[src/rtl/ctl_hs_pkg.sv]
package ctl_hs_pkg;
  localparam int RESP_W = 5;

  typedef enum logic [1:0] {
    TK_SETUP = 2'd0,
    TK_OUT   = 2'd1,
    TK_IN    = 2'd2
  } tok_e;

  typedef enum logic [1:0] {
    PEND_NONE = 2'd0,
    PEND_DATA = 2'd1,
    PEND_ZLP  = 2'd2
  } pend_e;

  localparam logic [RESP_W-1:0] HS_ACK   = 5'b00001;
  localparam logic [RESP_W-1:0] HS_NAK   = 5'b00010;
  localparam logic [RESP_W-1:0] HS_STALL = 5'b00100;
  localparam logic [RESP_W-1:0] HS_ZLP   = 5'b01000;
  localparam logic [RESP_W-1:0] HS_DATA  = 5'b10000;
endpackage

[src/rtl/ctl_hs_decide.sv]
module ctl_hs_decide
  import ctl_hs_pkg::*;
(
  input  logic              tok_valid,
  input  tok_e              tok_kind,
  input  logic              ep_iso,
  input  logic              halt,
  input  logic              data_arm,
  input  logic              stat_arm,
  output logic [RESP_W-1:0] code,
  output logic              clr_all,
  output logic              clr_data,
  output logic              clr_stat,
  output pend_e             pend_new
);
  logic halted;
  assign halted = halt && !ep_iso;

  always_comb begin
    code     = HS_NAK;
    clr_all  = 1'b0;
    clr_data = 1'b0;
    clr_stat = 1'b0;
    pend_new = PEND_NONE;
    if (tok_valid) begin
      if (tok_kind == TK_SETUP) begin
        code    = HS_ACK;
        clr_all = 1'b1;
      end else if (halted) begin
        code = HS_STALL;
      end else if (data_arm) begin
        if (tok_kind == TK_OUT) begin
          code     = HS_ACK;
          clr_data = 1'b1;
        end else if (tok_kind == TK_IN) begin
          code     = HS_DATA;
          pend_new = PEND_DATA;
        end
      end else if (stat_arm) begin
        if (tok_kind == TK_OUT) begin
          code     = HS_ACK;
          clr_stat = 1'b1;
        end else if (tok_kind == TK_IN) begin
          code     = HS_ZLP;
          pend_new = PEND_ZLP;
        end
      end
    end
  end
endmodule

[src/rtl/ctl_hs_regs.sv]
module ctl_hs_regs
  import ctl_hs_pkg::*;
#(
  parameter int DW       = 8,
  parameter int HALT_BIT = 0,
  parameter int STAT_BIT = 1,
  parameter int DATA_BIT = 2
) (
  input  logic          clk,
  input  logic          rst,
  input  logic          wr,
  input  logic [DW-1:0] wdata,
  input  logic          tok_valid,
  input  logic          host_ack,
  input  logic          clr_all,
  input  logic          clr_data,
  input  logic          clr_stat,
  input  pend_e         pend_new,
  output logic          halt_q,
  output logic          data_q,
  output logic          stat_q,
  output logic [DW-1:0] rdata
);
  pend_e pend_q, pend_n;
  logic  halt_n, data_n, stat_n;
  logic  ack_data, ack_zlp;
  logic  unused_wdata;

  assign unused_wdata = ^wdata;
  assign ack_data = host_ack && (pend_q == PEND_DATA);
  assign ack_zlp  = host_ack && (pend_q == PEND_ZLP);

  always_comb begin
    halt_n = wr ? wdata[HALT_BIT] : halt_q;
    data_n = wr ? wdata[DATA_BIT] : data_q;
    stat_n = wr ? wdata[STAT_BIT] : stat_q;
    // hardware clears are applied last so they win over a write
    if (clr_all) halt_n = 1'b0;
    if (clr_all || clr_data || ack_data) data_n = 1'b0;
    if (clr_all || clr_stat || ack_zlp)  stat_n = 1'b0;
    if (tok_valid)     pend_n = pend_new;
    else if (host_ack) pend_n = PEND_NONE;
    else               pend_n = pend_q;
  end

  always_ff @(posedge clk) begin
    if (rst) begin
      halt_q <= 1'b0;
      data_q <= 1'b0;
      stat_q <= 1'b0;
      pend_q <= PEND_NONE;
    end else begin
      halt_q <= halt_n;
      data_q <= data_n;
      stat_q <= stat_n;
      pend_q <= pend_n;
    end
  end

  always_comb begin
    rdata           = '0;
    rdata[HALT_BIT] = halt_q;
    rdata[STAT_BIT] = stat_q;
  end
endmodule

[src/rtl/ctl_hs_resp.sv]
module ctl_hs_resp
  import ctl_hs_pkg::*;
(
  input  logic              clk,
  input  logic              rst,
  input  logic              tok_valid,
  input  logic [RESP_W-1:0] code,
  output logic              resp_valid,
  output logic [RESP_W-1:0] resp_code
);
  always_ff @(posedge clk) begin
    if (rst) begin
      resp_valid <= 1'b0;
      resp_code  <= '0;
    end else begin
      resp_valid <= tok_valid;
      resp_code  <= tok_valid ? code : '0;
    end
  end
endmodule

[src/rtl/ctl_ep_handshake.sv]
module ctl_ep_handshake
  import ctl_hs_pkg::*;
#(
  parameter int DW       = 8,
  parameter int HALT_BIT = 0,
  parameter int STAT_BIT = 1,
  parameter int DATA_BIT = 2
) (
  input  logic              clk,
  input  logic              rst,
  input  logic              cfg_wr,
  input  logic [DW-1:0]     cfg_wdata,
  output logic [DW-1:0]     cfg_rdata,
  input  logic              tok_valid,
  input  logic [1:0]        tok_kind,
  input  logic              ep_iso,
  input  logic              host_ack,
  output logic              resp_valid,
  output logic [RESP_W-1:0] resp_code
);
  logic              halt_q, data_q, stat_q;
  logic              clr_all, clr_data, clr_stat;
  logic [RESP_W-1:0] code;
  pend_e             pend_new;
  tok_e              kind;

  assign kind = tok_e'(tok_kind);

  ctl_hs_decide u_decide (
    .tok_valid (tok_valid),
    .tok_kind  (kind),
    .ep_iso    (ep_iso),
    .halt      (halt_q),
    .data_arm  (data_q),
    .stat_arm  (stat_q),
    .code      (code),
    .clr_all   (clr_all),
    .clr_data  (clr_data),
    .clr_stat  (clr_stat),
    .pend_new  (pend_new)
  );

  ctl_hs_regs #(
    .DW       (DW),
    .HALT_BIT (HALT_BIT),
    .STAT_BIT (STAT_BIT),
    .DATA_BIT (DATA_BIT)
  ) u_regs (
    .clk       (clk),
    .rst       (rst),
    .wr        (cfg_wr),
    .wdata     (cfg_wdata),
    .tok_valid (tok_valid),
    .host_ack  (host_ack),
    .clr_all   (clr_all),
    .clr_data  (clr_data),
    .clr_stat  (clr_stat),
    .pend_new  (pend_new),
    .halt_q    (halt_q),
    .data_q    (data_q),
    .stat_q    (stat_q),
    .rdata     (cfg_rdata)
  );

  ctl_hs_resp u_resp (
    .clk        (clk),
    .rst        (rst),
    .tok_valid  (tok_valid),
    .code       (code),
    .resp_valid (resp_valid),
    .resp_code  (resp_code)
  );
endmodule

[config.mk]
export PLATFORM = sky130hd
export DESIGN_NAME = ctl_ep_handshake
export DESIGN_NICKNAME = d
export VERILOG_FILES = /design/src/rtl/ctl_hs_pkg.sv /design/src/rtl/ctl_hs_decide.sv /design/src/rtl/ctl_hs_regs.sv /design/src/rtl/ctl_hs_resp.sv /design/src/rtl/ctl_ep_handshake.sv
export SDC_FILE = /design/constraint.sdc
export NUM_CORES = 1
export LEC_CHECK = 0
export BUFFER_PORTS_ARGS = -buffer_cell sky130_fd_sc_hd__buf_4
export CAP_MARGIN = 20
export CELL_PAD_IN_SITES_DETAIL_PLACEMENT = 2
export CELL_PAD_IN_SITES_GLOBAL_PLACEMENT = 2
export CORE_ASPECT_RATIO = 0.8
export CORE_UTILIZATION = 21
export DETAILED_ROUTE_END_ITERATION = 16
export PLACE_DENSITY_LB_ADDON = 0.1
export SYNTH_ARGS = -nofsm -noshare
export SYNTH_HDL_FRONTEND = slang
export SYNTH_SLANG_ARGS = --single-unit
[constraint.sdc]
create_clock -name clk -period 1.23 [get_ports clk]
set_input_delay 0.369 -clock clk [delete_from_list [all_inputs] [get_ports clk]]
set_output_delay 0.369 -clock clk [all_outputs]
set_load 0.02 [all_outputs]
==> results of run 1 <==
## layer usage
metal | up-vias | share of wire (%) | track usage (%)
met5 | - | 0 | 0
met4 | 0 | 1.1 | 5.71
met3 | 2 | 7.1 | 4.86
met2 | 20 | 45 | 17.0
met1 | 213 | 47 | 13.2
li1 | 218 | - | -
## cells in the mapped netlist (all sizes together)
cell type   n
a211oi      1
a2111oi     2
nand2       2
o21ai       1
mux2        1
nor2b       4
a31oi       1
mux2i       2
dfxtp      11
conb        1
a21o        2
a21oi       1
inv         2
nand2b      1
buf         8
and4        3
and3b       1
a31o        1
ha          3
nor3        1
nor3b       1
or2         1
## registers in the layout (all words and copies together), names as in the netlist
name and cells:
u_regs.data_q 1, u_resp.resp_code 5, u_regs.halt_q 1, u_regs.stat_q 1, u_regs.pend_q 2, u_resp.resp_valid 1
## area by class of cell
cell class / instances / share of cell area, %
Clock buffer: 4 / 3.40
Inverter: 2 / 0.971
Multi-Input combinational cell: 35 / 35.8
Sequential cell: 11 / 28.8
Tap cell: 36 / 5.83
Timing Repair Buffer: 26 / 25.2
## worst paths after layout
kind	startpoint	to	slack (ps)	cells past startpoint
worst max register to register	u_regs.data_q	u_regs.stat_q	100	3
worst min-delay path	rst	u_regs.stat_q	310	2
worst min register to register	u_regs.pend_q[0]	u_regs.pend_q[0]	480	1
worst max-delay path	u_regs.stat_q	cfg_rdata[1]	70	1
## power by group
part           switching, mW  internal (mW)  total, mW
clock                  0.124          0.126      0.250
combinational         0.0746         0.0741      0.149
sequential           0.00921          0.369      0.378
## cell families (layout without fill, tap and decap cells)
family                   after synthesis  in the layout
AND/OR/NAND/NOR                       14             14
flip-flops                            11             11
buffers and inverters                 10             32
AO/OA/AOI/OAI                          9              9
adder cells (fa/ha/maj)                3              3
multiplexers                           3              3
other                                  1              6
==> results.sh, run 1 <==
export IMPL_grt_pass1_vias=457
export IMPL_wl_mm=1.28
export IMPL_gr_total_overflow=0
export IMPL_drcViolationCount=0
export IMPL_final_core_util_pct=31.7
export IMPL_routed_via_density=3.97
export IMPL_ys_seq_elements=11
export IMPL_cts_path_max_buffers=2
export IMPL_fin_skew_ps=2.04
export IMPL_ctsResizeCount=1
export IMPL_grt_start_max_net_pins=7
export IMPL_postCtsHoldBufs=0
export IMPL_status="finished, final reports clean"
export IMPL_multi_input_area_um2=277
export IMPL_drtIter0Drc=4
export IMPL_hold_violations=0
export IMPL_regArea_um2=223
export IMPL_syn_area_um2=543
export IMPL_nets=98
export IMPL_period_needed_ps=1160
export IMPL_root_buffer="clkbuf_4"
export IMPL_synth_xor_area_share_pct=0
export IMPL_place_gp_congestion=0.779
export IMPL_synth_area_leaders="dfxtp_1 (41%), buf_4 (11%), ha_1 (6.9%), a2111oi_2 (5.5%), and4_1 (4.8%)"
export IMPL_initial_core_util_pct=22.2
export IMPL_synth_top_family_by_area="simple AND/OR/NAND/NOR gates"
export IMPL_drtPass1Iterations=2
export IMPL_drive_gt1_share_pct=48.7
export IMPL_core_um2=2440
export IMPL_worstPathMaxFanout=4
export IMPL_clk_latency_ps=270
export IMPL_fin_crit_sh_pct=94.2
export IMPL_cts_made_buffers=3
export IMPL_min_path_type="in -> reg"
export IMPL_critPathRequiredTime_ps=860
export IMPL_die_h_um=47.5
export IMPL_ant_nets=0
export IMPL_max_freq_mhz=863
export IMPL_ir_drop_mv=0.397
export IMPL_whs_ps=310
export IMPL_synthMuxAreaShare_pct=5.76
export IMPL_critical_path_top_delay_family="flip-flops"
export IMPL_cts_tree="built"
export IMPL_synthCells=51
export IMPL_preCtsSetupSlack_ps=-153
export IMPL_synth_simple_area_share_pct=19.4
export IMPL_rows=16
export IMPL_slew_viol_final=0
export IMPL_synth_top_cell_by_area="dfxtp_1"
export IMPL_avgSynthCellArea_um2=10.6
export IMPL_final_cell_mix="buf_4 (26), dfxtp_1 (9), conb_1 (6)"
export IMPL_yosysWarnings=0
export IMPL_setup_ws_ps=71.0
export IMPL_fin_cells=114
export IMPL_numPortBuffers=18
export IMPL_placed_area_um2=744
export IMPL_rsz0062_at_grt="false"
export IMPL_final_common_cell="buf_4"
export IMPL_n_antenna_cell=0
export IMPL_cts_sinks=11
export IMPL_synth_fa_ha_area_share_pct=6.91
export IMPL_cap_violations=0
export IMPL_crit_path_top_delay_cell="dfxtp_2"
export IMPL_clkSlewWorstSetupHoldPaths_ps=70
export IMPL_cts_setup_buffers=0
export IMPL_final_area_um2=773
export IMPL_grt_usage_pct=11.0
export IMPL_crit_arrival_ps=790
export IMPL_critPathMaxStageDelay_ps=370
export IMPL_vias=453
export IMPL_netlist_area_leader_share_pct=40.6
export IMPL_fin_setup_tns_ps=0
export IMPL_ys_types=22
export IMPL_synth_compound_area_share_pct=14.3
export IMPL_dp_cells=110
export IMPL_end_kind="output pin"
export IMPL_critical_path_buf_inv_count=1
export IMPL_antenna_found_initial=0
export IMPL_p_per_area_nw_per_um2=1000
export IMPL_fillers=286
export IMPL_critPathKind="reg -> out"
export IMPL_fp_dieW_um=58.9
export IMPL_p_leak_nw=0.378
export IMPL_finalSetupViolCount=0
export IMPL_dieArea_um2=2790
export IMPL_seq_area_frac_synth_pct=40.6
export IMPL_design_portCount=30
export IMPL_htree_levels=1
export IMPL_syn2layout_area_growth_pct=42.4
export IMPL_cp_start_kind="flip-flop"
export IMPL_dp_final_hpwl_mm=1.02
export IMPL_finalPower_uw=776
export IMPL_path_cells="buf_4"
export IMPL_grt_pass1_wl_mm=2.08
export IMPL_routedWlPerCell_um=11.2
Note: power is estimated with default switching activity, not from simulation.
==> run 2, diff against run 1 <==
- CORE_MARGIN: not set -> 1.5
==> run 2 against run 1 <==
Compared with the run above:
- sequential cell count is the same
- via count shrank 2.4%
- wire length decreased by 2.3%
- critical endpoint is now cfg_rdata[0]
==> results.sh, run 2 (same netlist as run 1, synthesis figures left out) <==
export IMPL_drcViolationCount=0
export IMPL_grt_start_max_net_pins=8
export IMPL_final_common_cell="buf_4"
export IMPL_min_path_type="in -> reg"
export IMPL_routed_via_density=3.91
export IMPL_grt_pass1_vias=436
export IMPL_crit_arrival_ps=780
export IMPL_crit_path_top_delay_cell="dfxtp_2"
export IMPL_fin_crit_sh_pct=93.8
export IMPL_place_gp_congestion=0.753
export IMPL_n_antenna_cell=0
export IMPL_dp_cells=109
export IMPL_period_needed_ps=1150
export IMPL_initial_core_util_pct=22.2
export IMPL_ctsResizeCount=0
export IMPL_cts_made_buffers=3
export IMPL_drive_gt1_share_pct=49.4
export IMPL_cts_path_max_buffers=2
export IMPL_nets=97
export IMPL_drtPass1Iterations=2
export IMPL_final_area_um2=767
export IMPL_path_cells="buf_4"
export IMPL_cap_violations=0
export IMPL_dp_final_hpwl_mm=1.04
export IMPL_fp_dieW_um=59.9
export IMPL_numPortBuffers=18
export IMPL_hold_violations=0
export IMPL_max_freq_mhz=867
export IMPL_slew_viol_final=0
export IMPL_worstPathMaxFanout=3
export IMPL_routedWlPerCell_um=11.1
export IMPL_htree_levels=1
export IMPL_end_kind="output pin"
export IMPL_syn2layout_area_growth_pct=41.2
export IMPL_critPathMaxStageDelay_ps=370
export IMPL_design_portCount=30
export IMPL_fin_skew_ps=13.1
export IMPL_rows=16
export IMPL_gr_total_overflow=0
export IMPL_preCtsSetupSlack_ps=-197
export IMPL_grt_pass1_wl_mm=2.15
export IMPL_largest_reg_flops=5
export IMPL_clk_latency_ps=270
export IMPL_cts_setup_buffers=0
export IMPL_whs_ps=308
export IMPL_final_cell_mix="buf_4 (25), dfxtp_1 (9), conb_1 (6)"
export IMPL_ant_nets=0
export IMPL_critical_path_top_delay_family="flip-flops"
export IMPL_fillers=294
export IMPL_dieArea_um2=2900
export IMPL_placed_area_um2=737
export IMPL_grt_usage_pct=10.3
export IMPL_p_per_area_nw_per_um2=1010
export IMPL_cts_tree="built"
export IMPL_fin_cells=113
export IMPL_core_um2=2440
export IMPL_final_core_util_pct=31.4
export IMPL_clkSlewWorstSetupHoldPaths_ps=80
export IMPL_drtIter0Drc=5
export IMPL_postCtsHoldBufs=0
export IMPL_critical_path_buf_inv_count=1
export IMPL_vias=442
export IMPL_regArea_um2=223
export IMPL_finalSetupViolCount=0
export IMPL_die_h_um=48.5
export IMPL_root_buffer="clkbuf_4"
export IMPL_cp_start_kind="flip-flop"
export IMPL_critPathKind="reg -> out"
export IMPL_multi_input_area_um2=277
export IMPL_wl_mm=1.25
export IMPL_critPathRequiredTime_ps=860
export IMPL_antenna_found_initial=0
export IMPL_ir_drop_mv=0.306
export IMPL_cts_sinks=11
export IMPL_status="finished, final reports clean"
export IMPL_reg_top3="u_resp.resp_code (5), u_regs.pend_q (2)"
export IMPL_rsz0062_at_grt="false"
export IMPL_setup_ws_ps=76.5
export IMPL_p_leak_nw=0.376
export IMPL_largest_register="u_resp.resp_code"
==> run 2: path summary, 6_finish.rpt <==
| kind | cells after the start | from | end | slack [ps] |
|---|---|---|---|---|
| setup / recovery | 1 | u_regs.halt_q | cfg_rdata[0] | 80 |
| hold / removal | 2 | rst | u_regs.stat_q | 310 |
| setup reg to reg | 3 | u_regs.halt_q | u_regs.data_q | 110 |
| hold reg to reg | 1 | u_regs.pend_q[0] | u_regs.pend_q[0] | 490 |
==> run 2: where the power goes <==
| part | internal, mW | switching, mW | leakage [nW] | total, mW |
|---|---|---|---|---|
| registers | 0.369 | 0.00837 | 0.0905 | 0.377 |
| clock network | 0.120 | 0.129 | 0.0177 | 0.250 |
| logic | 0.0725 | 0.0738 | 0.268 | 0.146 |
==> run 2: final cells by class <==
type	count	area share, %
inverter	2	0.979
multi-input combinational	35	36.1
sequential	11	29.0
tap	36	5.87
clock buffer	3	2.94
timing repair buffer	25	24.5
clock inverter	1	0.653
==> run 2: per-layer routing <==
layer | up-vias | wire length, um | track usage [%] | part of all wire [%]
met4 | 0 | 15 | 4.44 | 1.2
met5 | - | 0 | 0 | 0
li1 | 219 | - | - | -
met3 | 2 | 105 | 3.74 | 8.4
met1 | 206 | 602 | 15.1 | 48
met2 | 15 | 526 | 13.2 | 42
==> run 2: worst register-to-register path, cell delays in order (launching register included) <==
cell and delay (ps):
dfxtp_2 370, nand2b_4 70, a31o_1 230, a2111oi_2 360
==> run 2: through the flow <==
stage | total power [mW] | setup TNS [ps]
2_1_floorplan | 0.474 | 0
3_3_place_gp | 0.531 | -624
3_5_place_dp | 0.532 | -695
4_1_cts | 0.789 | 0
5_1_grt | 0.838 | 0
6_report | 0.773 | 0
==> run 3, diff against run 2 <==
- CORE_UTILIZATION: 21 -> 23
- CTS_BUF_LIST: not set -> sky130_fd_sc_hd__clkbuf_8
==> run 3 against run 2 <==
Compared with the run above:
- register-to-register slack worse by 20 ps
- via count is 0.90% higher
- wire length is 2.9% lower
- critical path depth stayed put
- setup slack worse by 7.4 ps
- clock-buffer cell count stayed put
- maximum frequency is 0.64% lower
- clock power is 42% higher
- first-iteration DRC count is 20% lower
- utilization is 3.5 points higher
- hold slack better by 58 ps
- critical path type unchanged
- largest cell class unchanged
- largest power group unchanged
==> results.sh, run 3 (same netlist as run 1, synthesis figures left out) <==
export IMPL_placed_area_um2=708
export IMPL_worstPathMaxFanout=3
export IMPL_die_h_um=46.5
export IMPL_grt_pass1_wl_mm=2.06
export IMPL_finalSetupViolCount=0
export IMPL_preCtsSetupSlack_ps=-158
export IMPL_path_cells="buf_4"
export IMPL_design_portCount=30
export IMPL_r2r_slack_ps=90
export IMPL_critPathKind="reg -> out"
export IMPL_cts_made_buffers=3
export IMPL_drcViolationCount=0
export IMPL_final_cell_mix="buf_4 (23), dfxtp_1 (11), conb_1 (6)"
export IMPL_numPortBuffers=18
export IMPL_gr_total_overflow=0
export IMPL_final_area_um2=766
export IMPL_cts_sinks=11
export IMPL_period_needed_ps=1160
export IMPL_final_common_cell="buf_4"
export IMPL_ant_nets=0
export IMPL_p_leak_nw=0.376
export IMPL_cap_violations=0
export IMPL_drtIter0Drc=4
export IMPL_clk_latency_ps=240
export IMPL_rsz0062_at_grt="true"
export IMPL_drtPass1Iterations=3
export IMPL_core_um2=2200
export IMPL_rows=15
export IMPL_htree_levels=1
export IMPL_slew_viol_final=0
export IMPL_initial_core_util_pct=24.7
export IMPL_ir_drop_mv=0.424
export IMPL_reg_top3="u_resp.resp_code (5), u_regs.pend_q (2)"
export IMPL_max_freq_mhz=861
export IMPL_place_gp_congestion=0.740
export IMPL_p_per_area_nw_per_um2=1150
export IMPL_fp_dieW_um=57.3
export IMPL_fillers=244
export IMPL_clkSlewWorstSetupHoldPaths_ps=50
export IMPL_drive_gt1_share_pct=44.0
export IMPL_critical_path_top_delay_family="flip-flops"
export IMPL_grt_pass1_vias=455
export IMPL_wl_mm=1.21
export IMPL_largest_reg_flops=5
export IMPL_critPathMaxStageDelay_ps=390
export IMPL_cts_tree="built"
export IMPL_setup_ws_ps=69.1
export IMPL_vias=446
export IMPL_fin_crit_sh_pct=94.4
export IMPL_grt_usage_pct=11.1
export IMPL_postCtsHoldBufs=0
export IMPL_syn2layout_area_growth_pct=41.0
export IMPL_cts_path_max_buffers=2
export IMPL_routedWlPerCell_um=12.1
export IMPL_hold_violations=0
export IMPL_largest_register="u_resp.resp_code"
export IMPL_dieArea_um2=2660
export IMPL_root_buffer="clkbuf_8"
export IMPL_grt_start_max_net_pins=8
export IMPL_n_antenna_cell=0
export IMPL_cp_start_kind="flip-flop"
export IMPL_status="finished, final reports clean"
export IMPL_nets=95
export IMPL_fin_skew_ps=2.01
export IMPL_critPathRequiredTime_ps=860
export IMPL_antenna_found_initial=0
export IMPL_crit_arrival_ps=790
export IMPL_crit_path_top_delay_cell="dfxtp_1"
export IMPL_end_kind="output pin"
export IMPL_dp_final_hpwl_um=991
export IMPL_critical_path_buf_inv_count=1
export IMPL_routed_via_density=4.46
export IMPL_min_path_type="in -> reg"
run 3: cell count changes in the layout (fill, tap and decap cells not counted):
cell       before  now
a2111oi_2       2    1
clkinv_2        1    0
a2111oi_4       0    1
clkbuf_8        0    3
clkbuf_4        3    0
buf_4          25   23
inv_1           2    3
dfxtp_1         9   11
dfxtp_2         2    0
run 3: layout make-up:
type	instances	area (um^2)	share of cell area (%)
multi-input cells	35	289	37.7
flip-flops and latches	11	220	28.8
repair buffers	23	173	22.5
clock buffers	3	41.3	5.39
well taps	25	31.3	4.08
inverters	2	7.51	0.980
clock inverters	1	3.75	0.490
run 3: per-stage QoR:
step                TNS [ps]  hold slack (ps)  std cells  total power, mW  util (%)
finish                     0              366        100            0.879      34.9
global route           -4.52              366        100            0.928      34.9
CTS                        0              352        100            0.891      34.3
detailed placement      -627              473         96            0.527      32.3
global placement        -479              464         96            0.526      32.3
floorplan                  0              436         56            0.474         -
run 3: layer usage:
metal	up-vias	track usage [%]	share of wire, %
met1	211	13.4	45
met4	0	6.98	0.74
met3	2	3.37	8.3
li1	214	-	-
met2	19	17.5	45
met5	-	0	0
run 3: worst paths after layout:
check	from	end	cells past startpoint
setup / recovery	u_regs.halt_q	cfg_rdata[0]	1
setup reg to reg	u_regs.halt_q	u_regs.data_q	3
hold reg to reg	u_regs.pend_q[0]	u_regs.pend_q[0]	1
hold / removal	rst	u_regs.data_q	2
run 3: power breakdown:
part | internal (mW) | switching [mW]
clock network | 0.219 | 0.137
logic | 0.0700 | 0.0756
registers | 0.369 | 0.00829
total | 0.658 | 0.221
run 3: timing repair:
| item | CTS | global route |
|---|---|---|
| buffers inserted | 0 | 0 |
| setup endpoints to repair | 0 | 2 |
| resized for setup | 0 | 1 |
